### src/rtl/aux_uart_pkg.sv
package aux_uart_pkg;

    // register byte offsets (decoded by software, kept fixed)
    localparam logic [7:0] OFF_SUMMARY = 8'h00;
    localparam logic [7:0] OFF_ENABLES = 8'h04;
    localparam logic [7:0] OFF_DATA    = 8'h40;
    localparam logic [7:0] OFF_IEN     = 8'h44;
    localparam logic [7:0] OFF_IID     = 8'h48;
    localparam logic [7:0] OFF_LSTAT   = 8'h54;
    localparam logic [7:0] OFF_XCTRL   = 8'h60;
    localparam logic [7:0] OFF_XSTAT   = 8'h64;

    // fixed read patterns
    localparam logic [7:0]  IEN_FIXED   = 8'hC0;
    localparam logic [7:0]  IID_FIXED   = 8'hC0;
    localparam logic [7:0]  IID_RXDATA  = 8'h04;
    localparam logic [7:0]  IID_TXREADY = 8'h02;
    localparam logic [7:0]  IID_NOPEND  = 8'h01;
    localparam logic [7:0]  LSTAT_FIXED = 8'h60;
    localparam logic [7:0]  XCTRL_VALUE = 8'h03;
    localparam logic [31:0] XSTAT_FIXED = 32'h0000_030E;
    localparam int          LEVEL_LSB   = 16;
    localparam int          LEVEL_W     = 8;

    typedef enum logic [3:0] {
        SEL_SUMMARY,
        SEL_ENABLES,
        SEL_DATA,
        SEL_IEN,
        SEL_IID,
        SEL_LSTAT,
        SEL_XCTRL,
        SEL_XSTAT,
        SEL_NONE
    } reg_sel_e;

    // receive queue state as seen by the read side
    typedef struct packed {
        logic [7:0]         head;
        logic [LEVEL_W-1:0] level;
        logic               nonempty;
    } rxq_view_t;

    // interrupt enable bits
    typedef struct packed {
        logic tx_en;
        logic rx_en;
    } ien_t;

    function automatic reg_sel_e decode_offset(input logic [7:0] off);
        case (off)
            OFF_SUMMARY: return SEL_SUMMARY;
            OFF_ENABLES: return SEL_ENABLES;
            OFF_DATA:    return SEL_DATA;
            OFF_IEN:     return SEL_IEN;
            OFF_IID:     return SEL_IID;
            OFF_LSTAT:   return SEL_LSTAT;
            OFF_XCTRL:   return SEL_XCTRL;
            OFF_XSTAT:   return SEL_XSTAT;
            default:     return SEL_NONE;
        endcase
    endfunction

    function automatic logic [7:0] iid_value(input logic nonempty, input logic pending);
        logic [7:0] v;
        v = IID_FIXED | (nonempty ? IID_RXDATA : IID_TXREADY);
        if (!pending) v = v | IID_NOPEND;
        return v;
    endfunction

endpackage

### src/rtl/aux_addr_decode.sv
module aux_addr_decode
    import aux_uart_pkg::*;
#(
    parameter int ADDR_W = 8
) (
    input  logic [ADDR_W-1:0] addr,
    output reg_sel_e          sel
);
    localparam int HI_W = (ADDR_W > 8) ? ADDR_W - 8 : 1;

    logic upper_clear;

    generate
        if (ADDR_W > 8) begin : g_wide
            assign upper_clear = (addr[ADDR_W-1:8] == HI_W'(0));
        end else begin : g_narrow
            assign upper_clear = 1'b1;
        end
    endgenerate

    always_comb begin
        if (upper_clear) sel = decode_offset(addr[7:0]);
        else             sel = SEL_NONE;
    end
endmodule

### src/rtl/aux_rx_fifo.sv
module aux_rx_fifo #(
    parameter int DEPTH  = 8,
    parameter int DATA_W = 8,
    localparam int PTR_W = (DEPTH > 1) ? $clog2(DEPTH) : 1,
    localparam int CNT_W = $clog2(DEPTH + 1)
) (
    input  logic              clk,
    input  logic              rst,
    input  logic              push,
    input  logic [DATA_W-1:0] push_data,
    input  logic              pop,
    input  logic              flush,
    output logic [DATA_W-1:0] head_data,
    output logic [CNT_W-1:0]  count,
    output logic [PTR_W-1:0]  rd_ptr,
    output logic              full
);
    localparam int SUM_W = CNT_W + 1;

    logic [DATA_W-1:0] slot_q [DEPTH];
    logic [SUM_W-1:0]  slot_sum;
    logic [PTR_W-1:0]  wr_slot;
    logic [PTR_W-1:0]  ptr_next;

    // write slot = (read pointer + count) modulo depth
    always_comb begin
        slot_sum = SUM_W'(rd_ptr) + SUM_W'(count);
        if (slot_sum >= SUM_W'(DEPTH)) wr_slot = PTR_W'(slot_sum - SUM_W'(DEPTH));
        else                           wr_slot = PTR_W'(slot_sum);
        ptr_next = (rd_ptr == PTR_W'(DEPTH - 1)) ? '0 : rd_ptr + PTR_W'(1);
    end

    generate
        for (genvar i = 0; i < DEPTH; i++) begin : g_slot
            always_ff @(posedge clk) begin
                if (rst)                                  slot_q[i] <= '0;
                else if (push && wr_slot == PTR_W'(i))    slot_q[i] <= push_data;
            end
        end
    endgenerate

    always_ff @(posedge clk) begin
        if (rst) begin
            rd_ptr <= '0;
            count  <= '0;
        end else begin
            if (pop) rd_ptr <= ptr_next;
            if (flush)            count <= '0;
            else if (push && !pop) count <= count + CNT_W'(1);
            else if (!push && pop) count <= count - CNT_W'(1);
        end
    end

    assign head_data = slot_q[rd_ptr];
    assign full      = (count == CNT_W'(DEPTH));
endmodule

### src/rtl/aux_irq_ctrl.sv
module aux_irq_ctrl
    import aux_uart_pkg::*;
(
    input  logic       clk,
    input  logic       rst,
    input  logic       ien_wr,
    input  logic [1:0] ien_wdata,
    input  logic       rx_nonempty,
    output ien_t       ien,
    output logic       irq
);
    always_ff @(posedge clk) begin
        if (rst)         ien <= '0;
        else if (ien_wr) ien <= ien_t'(ien_wdata);
    end

    // transmit side drains at once, so an enabled transmit interrupt is always pending
    assign irq = (ien.rx_en && rx_nonempty) || ien.tx_en;
endmodule

### src/rtl/aux_read_mux.sv
module aux_read_mux
    import aux_uart_pkg::*;
#(
    parameter int BUS_W = 32
) (
    input  logic             rd,
    input  reg_sel_e         sel,
    input  rxq_view_t        rxq,
    input  ien_t             ien,
    input  logic             irq,
    output logic [BUS_W-1:0] rdata
);
    logic [31:0] word;

    always_comb begin
        word = '0;
        case (sel)
            SEL_SUMMARY: word = {31'd0, irq};
            SEL_ENABLES: word = 32'd1;
            SEL_DATA:    word = {24'd0, rxq.head};
            SEL_IEN:     word = {24'd0, IEN_FIXED | {6'd0, ien}};
            SEL_IID:     word = {24'd0, iid_value(rxq.nonempty, irq)};
            SEL_LSTAT:   word = {24'd0, LSTAT_FIXED | {7'd0, rxq.nonempty}};
            SEL_XCTRL:   word = {24'd0, XCTRL_VALUE};
            SEL_XSTAT:   word = XSTAT_FIXED | {31'd0, rxq.nonempty}
                                | (32'(rxq.level) << LEVEL_LSB);
            default:     word = '0;
        endcase
        rdata = rd ? BUS_W'(word) : '0;
    end
endmodule

### src/rtl/aux_uart_regs.sv
module aux_uart_regs
    import aux_uart_pkg::*;
#(
    parameter int DEPTH  = 8,
    parameter int DATA_W = 8,
    parameter int BUS_W  = 32,
    parameter int ADDR_W = 8
) (
    input  logic              clk,
    input  logic              rst,
    input  logic [ADDR_W-1:0] bus_addr,
    input  logic              bus_rd,
    input  logic              bus_wr,
    input  logic [BUS_W-1:0]  bus_wdata,
    output logic [BUS_W-1:0]  bus_rdata,
    input  logic [DATA_W-1:0] rx_data,
    input  logic              rx_valid,
    output logic              rx_ready,
    output logic [DATA_W-1:0] tx_data,
    output logic              tx_valid,
    output logic              irq
);
    localparam int PTR_W = (DEPTH > 1) ? $clog2(DEPTH) : 1;
    localparam int CNT_W = $clog2(DEPTH + 1);

    reg_sel_e          sel;
    logic              wr_data, rd_data, wr_ien, flush;
    logic              push, pop, full;
    logic [DATA_W-1:0] head_data;
    logic [CNT_W-1:0]  occ_count;
    logic [PTR_W-1:0]  rd_ptr_q;
    ien_t              ien_q;
    rxq_view_t         rxq;
    logic              unused_wbits;

    aux_addr_decode #(.ADDR_W(ADDR_W)) u_dec (
        .addr (bus_addr),
        .sel  (sel)
    );

    assign wr_data = bus_wr && (sel == SEL_DATA);
    assign rd_data = bus_rd && (sel == SEL_DATA);
    assign wr_ien  = bus_wr && (sel == SEL_IEN);
    assign flush   = bus_wr && (sel == SEL_IID) && bus_wdata[1];

    assign rx_ready = !full && !flush;
    assign push     = rx_valid && rx_ready;
    assign pop      = rd_data && (occ_count != '0);

    aux_rx_fifo #(.DEPTH(DEPTH), .DATA_W(DATA_W)) u_fifo (
        .clk       (clk),
        .rst       (rst),
        .push      (push),
        .push_data (rx_data),
        .pop       (pop),
        .flush     (flush),
        .head_data (head_data),
        .count     (occ_count),
        .rd_ptr    (rd_ptr_q),
        .full      (full)
    );

    aux_irq_ctrl u_irq (
        .clk         (clk),
        .rst         (rst),
        .ien_wr      (wr_ien),
        .ien_wdata   (bus_wdata[1:0]),
        .rx_nonempty (occ_count != '0),
        .ien         (ien_q),
        .irq         (irq)
    );

    always_comb begin
        rxq.head     = 8'(head_data);
        rxq.level    = LEVEL_W'(occ_count);
        rxq.nonempty = (occ_count != '0);
    end

    aux_read_mux #(.BUS_W(BUS_W)) u_rmux (
        .rd    (bus_rd),
        .sel   (sel),
        .rxq   (rxq),
        .ien   (ien_q),
        .irq   (irq),
        .rdata (bus_rdata)
    );

    // transmit: one-cycle pulse after a data-register write
    always_ff @(posedge clk) begin
        if (rst) begin
            tx_valid <= 1'b0;
            tx_data  <= '0;
        end else begin
            tx_valid <= wr_data;
            if (wr_data) tx_data <= bus_wdata[DATA_W-1:0];
        end
    end

    assign unused_wbits = ^bus_wdata;
endmodule

### config.mk
export PLATFORM = sky130hd
export DESIGN_NAME = aux_uart_regs
export DESIGN_NICKNAME = d
export VERILOG_FILES = /design/src/rtl/aux_uart_pkg.sv /design/src/rtl/aux_addr_decode.sv /design/src/rtl/aux_rx_fifo.sv /design/src/rtl/aux_irq_ctrl.sv /design/src/rtl/aux_read_mux.sv /design/src/rtl/aux_uart_regs.sv
export SDC_FILE = /design/constraint.sdc
export NUM_CORES = 1
export LEC_CHECK = 0
export ABC_CLOCK_PERIOD_IN_PS = 3650
export BUFFER_PORTS_ARGS = -buffer_cell sky130_fd_sc_hd__buf_2
export CORE_ASPECT_RATIO = 0.9
export CORE_MARGIN = 2
export CORE_UTILIZATION = 55
export CTS_CLUSTER_DIAMETER = 120
export DETAILED_ROUTE_END_ITERATION = 8
export PLACE_DENSITY = 0.78
export SETUP_SLACK_MARGIN = 0.02
export SLEW_MARGIN = 20
export SYNTH_ARGS = -nofsm -noshare
export SYNTH_HDL_FRONTEND = slang
export SYNTH_SLANG_ARGS = --single-unit
export TNS_END_PERCENT = 5
### constraint.sdc
create_clock -name clk -period 3.65 [get_ports clk]
set_clock_uncertainty 0.15 [all_clocks]
set_input_delay 0 -clock clk [delete_from_list [all_inputs] [get_ports clk]]
set_output_delay 0 -clock clk [all_outputs]
set_load 0.02 [all_outputs]
# After elaboration in Yosys (flattened, before gate mapping)
# Memory sizes are Yosys's and may differ from the RTL's. A register that Yosys moved wholly into a read port is not among the register bits.
# Index checks and enable logic that the tools add are counted.
dict set report word_totals {
  input_bits 53
  ramBits 64
  reg_bits 18
  mem_count 1
  wordCells 120
  output_inout_bits 43
}
# name depth width read_ports rd_clocked_by_memory_dff wr line_no
set memory_table {}
lappend memory_table {u_fifo.slot_q 8 8 1 1 8 aux_rx_fifo.sv:20} ;# logic [DATA_W-1:0] slot_q [DEPTH];
dict set report classes {
  mux 45
  n_addsub 5
  bitwise 9
  n_reduce_logical 30
  n_eq_ne 23
  n_lt_le_gt_ge 1
}
# op n
set ops {}
lappend ops {{$pmux 20 s8} 1}
lappend ops {{$mux 8} 8}
lappend ops {{$eq 8x7->1 const B} 6}
lappend ops {{$mux 32} 1}
lappend ops {{$pmux 4 s8} 1}
lappend ops {{$mux 1} 27}
lappend ops {{$or 10x20->20} 1}
lappend ops {{$logic_and 1x1->1} 19}
lappend ops {{$eq 4x3->1 const B} 4}
lappend ops {{$eq 3x3->1 const B} 5}
lappend ops {{$mux 3} 5}
lappend ops {{$eq 4x2->1 const B} 2}
lappend ops {{$eq 8x3->1 const B} 1}
lappend ops {{$logic_not 8->1} 1}
lappend ops {{$mux 4} 2}
lappend ops {{$or 1x1->1} 8}
lappend ops {{$eq 3x2->1 const B} 2}
lappend ops {{$add 3x4->5} 1}
lappend ops {{$ge 5x4->1 const B} 1}
lappend ops {{$add 4x1->4 const B} 1}
lappend ops {{$eq 4x1->1 const B} 1}
lappend ops {{$eq 4x4->1 const B} 1}
lappend ops {{$logic_not 1->1} 4}
lappend ops {{$logic_not 4->1} 1}
lappend ops {{other kinds (9)} 9}

# Depth between registers and ports, before layout
# Gate-level depths: netlist (run 1).
dict set report depth {
  ltp_word 13
  ltp_mapped 13
  depth_no_buf 12
}

# By module
# From an unflattened synthesis (run 1), not the netlist that was laid out.
dict set report unflattened {
  hier_cells 394
  area_unflattened_um2 4539.4
}
# mod seq_area_each_um2 area_per_inst_um2 cells_per_inst instances
set modules_own_cells {}
lappend modules_own_cells {aux_rx_fifo 2122.0 3459.6 260 1}
lappend modules_own_cells {aux_uart_regs 180.2 466.7 48 1}
lappend modules_own_cells {aux_read_mux 0.0 432.9 63 1}
lappend modules_own_cells {aux_addr_decode 0.0 105.1 16 1}
lappend modules_own_cells {aux_irq_ctrl 40.0 75.1 7 1}

# Worst setup path before layout (run 1)
# OpenSTA, ideal clock, no wires.
dict set report synth_path {
  kind {input to register}
  startpoint {in bus_addr[5]}
  endpoint {reg u_fifo.count[3]}
  required_time_ps 3430
  stages 13
  arrival_ps 2712
  setup_time_ps 70
  n_path_buf 1
  setup_slack_ps 718
  path_cell_list {clkbuf_1 -> or3b_2 -> or4_1 -> nand3_1 -> inv_1 -> ha_1 -> inv_1 -> ha_1 -> a21o_1 -> a21oi_1 -> xnor2_1 -> or3_1 -> a21oi_1}
}
dict set report synth_between {
  elab_chain_len 11
  word_cells_on_any_way 25
  cone_classes {eq/ne (9); mux (2); reduce/logical (14)}
}
# element line_no
set synth_rtl {}
lappend synth_rtl {{from (decl)} aux_uart_regs.sv:11} ;# input logic [ADDR_W-1:0] bus_addr,
lappend synth_rtl {{$eq 8x7->1, or another cell as far along} aux_uart_pkg.sv:51} ;# case (off)
lappend synth_rtl {{$pmux 4 s8 (*)} aux_uart_pkg.sv:51}
lappend synth_rtl {{$eq 4x3->1} aux_uart_regs.sv:44} ;# assign flush = bus_wr && (sel == SEL_IID) && bus_wdata[1];
lappend synth_rtl {{$logic_and 1x1->1 (2 in a row)} aux_uart_regs.sv:44}
lappend synth_rtl {{$logic_not 1->1} aux_uart_regs.sv:46} ;# assign rx_ready = !full && !flush;
lappend synth_rtl {{$logic_and 1x1->1} aux_uart_regs.sv:46}
lappend synth_rtl {{$logic_and 1x1->1} aux_uart_regs.sv:47} ;# assign push = rx_valid && rx_ready;
lappend synth_rtl {{$logic_not 1->1} aux_rx_fifo.sv:50} ;# else if (!push && pop) count <= count - CNT_W'(1);
lappend synth_rtl {{$logic_and 1x1->1} aux_rx_fifo.sv:50}
lappend synth_rtl {{$reduce_bool 2->1 (no source line)} n/a}
lappend synth_rtl {{to (signal assigned)} aux_rx_fifo.sv:49} ;# else if (push && !pop) count <= count + CNT_W'(1);
lappend synth_rtl {{to (signal assigned)} aux_rx_fifo.sv:50}
lappend synth_rtl {{to (decl)} aux_rx_fifo.sv:14} ;# output logic [CNT_W-1:0] count,
# Mark *: on every way between the ends. The rest lies on a longest branch, timed or not.
# A chain may end at the register's enable or synchronous reset.

# Worst setup path in the final report (run 1)
dict set report layout_path {
  startpoint {reg u_fifo.count[0]}
  endpoint {reg u_fifo.count[3]}
}
dict set report layout_between {
  elab_chain_len 7
  word_cells_on_any_way 15
  cone_classes {add/sub (2); eq/ne (1); mux (2); reduce/logical (10)}
}
# element
set layout_rtl {}
lappend layout_rtl {{branches (longest 7 deep; another with $sub 4x1->4)}}
# Parallel ways; which one is timed is not known. The select of a mux whose other input is x is not followed.

==> results.ini, run 1 <==
[sta]
fin_ws_ns = 0.738
clock.fmax_mhz = 343
drv_slew = 0
relSlewSlack = 0.490
period_needed_ns = 2.91
tightestPinTransition_ns = 0.765
rsz0062_at_grt = false
tns_ns = 0
finalCritPeriodShare = 0.798
setup_viol = 0
hold_viol = 0

[final_layout]
num_antenna_cells = 0
final_area_mm2 = 0.00523
final_core_util = 0.686
area_delta_synth_final_pct = 19.4
drive_gt1_frac = 0.252
nets = 516

[worst_setup_path]
r2r_cells = 10
start_kind = flop
crit_path_top_delay_cell = or4_1
critPathRequiredTime_ns = 3.79
slowest_delay_ns = 0.68
crit_arrival_ns = 3.05
path_class = flop to flop
crit_cells = 10
cp_top_family = simple AND/OR/NAND/NOR gates
cp_cell_sequence = or4_1 -> nand3_4 -> ha_1 -> inv_1 -> ha_1 -> a21o_1 -> a21oi_1 -> xnor2_1 -> or3_1 -> a21oi_1
crit_fanout = 7
critPathBufInv = 1
endpoint_kind = flop

[detailed_routing]
drtPass1Iterations = 5
post_drt_wl_per_cell_um = 17.0
ant_nets = 0
drt_iter0_drc = 174
drc = 0
vias_per_cell = 5.52
vias = 3069
totalWireLength_um = 9460

[placement]
numPortBuffers = 53
place_area_mm2 = 0.00474
dp_hpwl_um = 6320
place_congestion = 0.853
post-place-ws_ns = 0.540

[min_path]
hp-class = primary input to flop
min_path_cells = 5

[run]
maxCapViolations = 0

[clock_network]
cts_tree = yes
ctsHoldBuffers = 31
cts_buffers = 9
root_buffer = clkbuf_8
postCtsSetupRepairBufs = 0
cts.sinks = 85
clkTransAtPathRegs_ns = 0.09
cts_resized = 0
clk_path_buf_depth = 2
clock_latency_ns = 0.35
h-tree-depth = 3

[global_route]
grt_max_degree = 32
grt_pass1_vias = 2962
grt_pass1_wl_um = 14900
antenna_found_initial = 0
grt_overflow_total = 0
grt_usage = 0.224

[power_and_ir_drop]
leakage_uw = 0.00209
power_density_mw_per_mm2 = 409
totalPowerFinal_uw = 2140
peakVddDrop_uv = 309

[floorplanning]
ios = 96
core-area_mm2 = 0.00762
die_h_um = 88.7
start_util = 0.575
dieArea_mm2 = 0.00869
num_rows = 30
die_w_um = 98.1

[synth]
avgSynthCellArea_um2 = 12.1
yosys.cell_count.top_type = and2_1
ys_seq_area_frac = 0.535
synth_top_cells_by_count = and2_1, edfxtp_1, nand2_1
synth.distinct_cells = 46
ys_ff_latch = 85
async_flop_share = 0
synth_top_area_share = 0.439
synth_area_leaders = edfxtp_1, and2_1, dfxtp_1, mux4_2, buf_4
synth_ff_type = edfxtp_1
syn-instance-count = 361
ys_warn_count = 0
yosysTopAreaCell = edfxtp_1
synth-edff-count = 64
syn_area_mm2 = 0.00438

[status]
status = finished clean

## per-stage QoR
stage / cells / hold slack, ns
after global routing: 556 / 0.0247
after floorplan: 378 / -0.0113
after CTS: 556 / 0.00764
after global placement: 509 / 0.106
after detailed placement: 509 / 0.112
final: 556 / 0.0116
## cell type report
class                   count  area [µm²]
fillers                   561        2390
clock inverters             7        56.3
repair buffers             97         673
inverters                   4        15.0
well taps                  96         120
clock buffers               9         124
multi-input cells         258        1900
flip-flops and latches     85        2340
## sequential cells by signal (all words and copies together), names as in the netlist, named ones only
register	flops
tx_data	8
tx_valid	1
u_irq.ien	2
u_fifo.slot_q	64
u_fifo.count	4
u_fifo.rd_ptr	3
## layer usage
| layer | GRT usage | share of wire | up-vias |
|---|---|---|---|
| met2 | 0.380 | 0.50 | 114 |
| met5 | 0 | 0 | - |
| met1 | 0.299 | 0.43 | 1488 |
| met4 | 0.0530 | 0.0069 | 0 |
| met3 | 0.0545 | 0.069 | 8 |
| li1 | - | - | 1459 |
## worst paths after layout
check | slack [ns] | endpoint | start
min reg2reg | 0.31 | tx_data[0]$_SDFFE_PP0P_ | tx_data[0]$_SDFFE_PP0P_
min | 0.01 | u_fifo.rd_ptr[1]$_SDFFE_PP0P_ | bus_addr[2]
max reg2reg | 0.74 | u_fifo.count[3]$_SDFFE_PP0P_ | u_fifo.count[0]$_SDFFE_PP0P_
max | 0.74 | u_fifo.count[3]$_SDFFE_PP0P_ | u_fifo.count[0]$_SDFFE_PP0P_
## tightest hold or removal path: cells and delay by family
kind                   cells  cell delay, ns
AO/OA/AOI/OAI              1            0.07
buffers and inverters      1            0.12
AND/OR/NAND/NOR            3            0.27
## placed cells by master (no fill, tap or decap), types with 8 or more instances in the layout
cell / Yosys / layout
nor3_1: 8 / 8
and2_1: 69 / 69
dfxtp_1: 21 / 21
dlygate4sd3_1: 0 / 31
edfxtp_1: 64 / 64
buf_4: 19 / 13
mux4_2: 16 / 16
nand2_1: 24 / 24
a21o_1: 8 / 8
a21oi_1: 21 / 21
nand3_1: 11 / 11
clkbuf_8: 0 / 9
nor2_1: 13 / 13
conb_1: 1 / 18
buf_2: 1 / 53
mux2_2: 8 / 8
## cell families after synthesis
logic type,after synthesis,share of synthesized area
xor+xnor,6,0.0120
other cells,1,0.000856
mux,28,0.112
simple gates,156,0.208
compound gates,41,0.0569
fa+ha+maj,9,0.0286
buf+inv,35,0.0466
flops,85,0.535
## report_power, final
group          internal, µW  switching, µW  total (µW)
Clock                   257            357         613
Sequential             1120           39.4        1160
Combinational           157            207         364
(Power assumes the default switching activity.)
==> inputs of run 2 (changes only) <==
ABC_CLOCK_PERIOD_IN_PS = 2700   (was 3650)
clock period = 2.7 ns   (was 3.65 ns; I/O delays follow)
==> run 2 against run 1 <==
Final area up 5.1%. First-iteration DRC count rose by 50%. Combinational power grew 68%. Critical path depth is 2 lower. Sequential power up 34%. Die area is the same. Count of clock-buffer cells in the layout did not move. Sequential share of layout area is 2.2 points lower.
==> results.ini, run 2 (synthesis results as in run 1) <==
[power_and_ir_drop]
power_density_mw_per_mm2 = 552  ; +35%
leakage_uw = 0.00221  ; +5.7%
totalPowerFinal_uw = 3030  ; +42%
peakVddDrop_uv = 477  ; +54%

[global_route]
grt_usage = 0.243  ; +0.0182
antenna_found_initial = 0  ; unchanged
grt_overflow_total = 0  ; unchanged
grt_pass1_wl_um = 15900  ; +6.9%
grt_max_degree = 32  ; unchanged
grt_pass1_vias = 3263  ; +10%

[final_layout]
nFillCells = 528  ; -5.9%
final_cell_mix = and2_1, edfxtp_1, buf_2
drive_gt1_frac = 0.317  ; +0.0646
num_antenna_cells = 0  ; unchanged
largest_register_ff_count = 64  ; unchanged
multi_input_area_mm2 = 0.00198  ; +4.2%
nets = 539  ; +4.5%
area_delta_synth_final_pct = 25.5
seqCellArea_mm2 = 0.00234  ; unchanged
final_area_mm2 = 0.00550  ; +5.1%
final_common_cell = and2_1
top_register = u_fifo.slot_q
reg_top3 = u_fifo.slot_q (64), tx_data (8), u_fifo.count (4)

[worst_setup_path]
crit_fanout = 6  ; -1
path_class = flop to primary output
crit_arrival_ns = 2.48  ; -0.57 ns
endpoint_kind = primary output
reg2reg_setup_slack_ns = 0.10  ; -0.64 ns
critPathRequiredTime_ns = 2.55  ; -1.24 ns
rr_endpoint = u_fifo.count[3]$_SDFFE_PP0P_
worstReg2RegStart = u_fifo.count[0]$_SDFFE_PP0P_
r2r_cells = 11  ; +1
start_kind = flop

[floorplanning]
core-area_mm2 = 0.00762  ; unchanged
ios = 96  ; unchanged
num_rows = 30  ; unchanged
dieArea_mm2 = 0.00869  ; unchanged
die_h_um = 88.7  ; unchanged
start_util = 0.575  ; unchanged
die_w_um = 98.1  ; unchanged

[clock_network]
root_buffer = clkbuf_8
clock_latency_ns = 0.36  ; about the same
cts_tree = yes
cts_buffers = 9  ; unchanged
cts.sinks = 85  ; unchanged
postCtsSetupRepairBufs = 0  ; unchanged
h-tree-depth = 3  ; unchanged
clkTransAtPathRegs_ns = 0.10  ; about the same
clk_path_buf_depth = 2  ; unchanged

[status]
status = finished clean

[sta]
relSlewSlack = 0.521  ; +0.0315
tightestPinTransition_ns = 0.712  ; -0.0522 ns
hold_viol = 0  ; unchanged
period_needed_ns = 2.63
drv_slew = 0  ; unchanged
rsz0062_at_grt = true
finalCritPeriodShare = 0.973
setup_viol = 0  ; unchanged
fin_ws_ns = 0.0720  ; -0.666 ns
clock.fmax_mhz = 381

[placement]
numPortBuffers = 53  ; unchanged
post-place-ws_ns = -0.119  ; -0.659 ns
dp_hpwl_um = 6920  ; +9.5%
place_area_mm2 = 0.00494  ; +4.3%
place_congestion = 0.855  ; +0.29%

[run]
maxCapViolations = 0  ; unchanged

[detailed_routing]
vias = 3204  ; +4.4%
drtPass1Iterations = 4  ; -1
post_drt_wl_per_cell_um = 17.2  ; +1.4%
vias_per_cell = 5.53  ; +0.25%
drc = 0  ; unchanged
drt_iter0_drc = 261  ; +50%
ant_nets = 0  ; unchanged
totalWireLength_um = 9980  ; +5.6%

[min_path]
hp-class = primary input to flop
min_path_cells = 5  ; unchanged
min_from = bus_rd

-- run 2: changes by cell type in the layout (fill, tap and decap cells not counted), sizes merged --
cell,delta
dlygate4sd3,-1
buf,+24
clkinv,-3
clkinvlp,+3
-- run 2: per-layer routing --
layer	vias to the layer above	global-route usage	wire [µm]
li1	1504	-	-
met1	1552	0.312	3990
met2	134	0.408	5000
met3	14	0.0577	808
met4	0	0.0934	184
met5	-	0	0
-- run 2: how the worst max path moves through the flow --
stage,from,endpoint,slack (ns)
final,u_fifo.count[0]$_SDFFE_PP0P_,bus_rdata[0],0.07
after global routing,u_fifo.count[0]$_SDFFE_PP0P_,bus_rdata[0],-0.02
after CTS,u_fifo.count[0]$_SDFFE_PP0P_,u_fifo.slot_q[5][1]$_SDFFCE_PN0P_,-0.14
after detailed placement,u_fifo.count[0]$_SDFFE_PP0P_,u_fifo.slot_q[4][7]$_SDFFCE_PN0P_,-0.12
after global placement,bus_addr[7],u_fifo.count[3]$_SDFFE_PP0P_,-0.07
after floorplan,bus_addr[1],u_fifo.count[3]$_SDFFE_PP0P_,-0.12
-- run 2: final cells by class --
| cell class | instances | share of cell area |
|---|---|---|
| inverter | 4 | 0.00273 |
| tap | 96 | 0.0219 |
| multi-input combinational | 258 | 0.360 |
| clock inverter | 7 | 0.0123 |
| timing repair buffer | 120 | 0.155 |
| clock buffer | 9 | 0.0225 |
| sequential | 85 | 0.426 |
-- run 2: report_power, final --
part	switching (µW)	leakage (µW)	internal, µW
clock network	517	0.0000872	354
logic	334	0.00129	278
registers	34.5	0.000836	1520
-- run 2: repair_timing --
action,4_1_cts,5_1_grt
resized for setup,3,11
pin swaps,1,0
hold buffers,30,0
endpoints found under the hold margin,77,0
setup endpoints to repair,42,79
-- run 2: critical path, stage by stage (launching register included) --
cell      delay, ns
dfxtp_1        0.34
buf_4          0.16
or4_4          0.53
a21o_1         0.21
o21bai_1       0.18
mux2i_1        0.12
or2_2          0.27
a21oi_1        0.14
buf_4          0.16
-- run 2: stage by stage --
| stage | TNS, ns | hold WS, ns | utilization | instances |
|---|---|---|---|---|
| CTS | -3.10 | 0.0187 | 0.714 | 579 |
| global route | -0.0165 | 0.0309 | 0.721 | 579 |
| global placement | -0.180 | 0.107 | 0.648 | 533 |
| floorplan | -0.122 | -0.0113 | - | 378 |
| detailed placement | -2.82 | 0.116 | 0.648 | 533 |
| finish | 0 | 0.0280 | 0.721 | 579 |
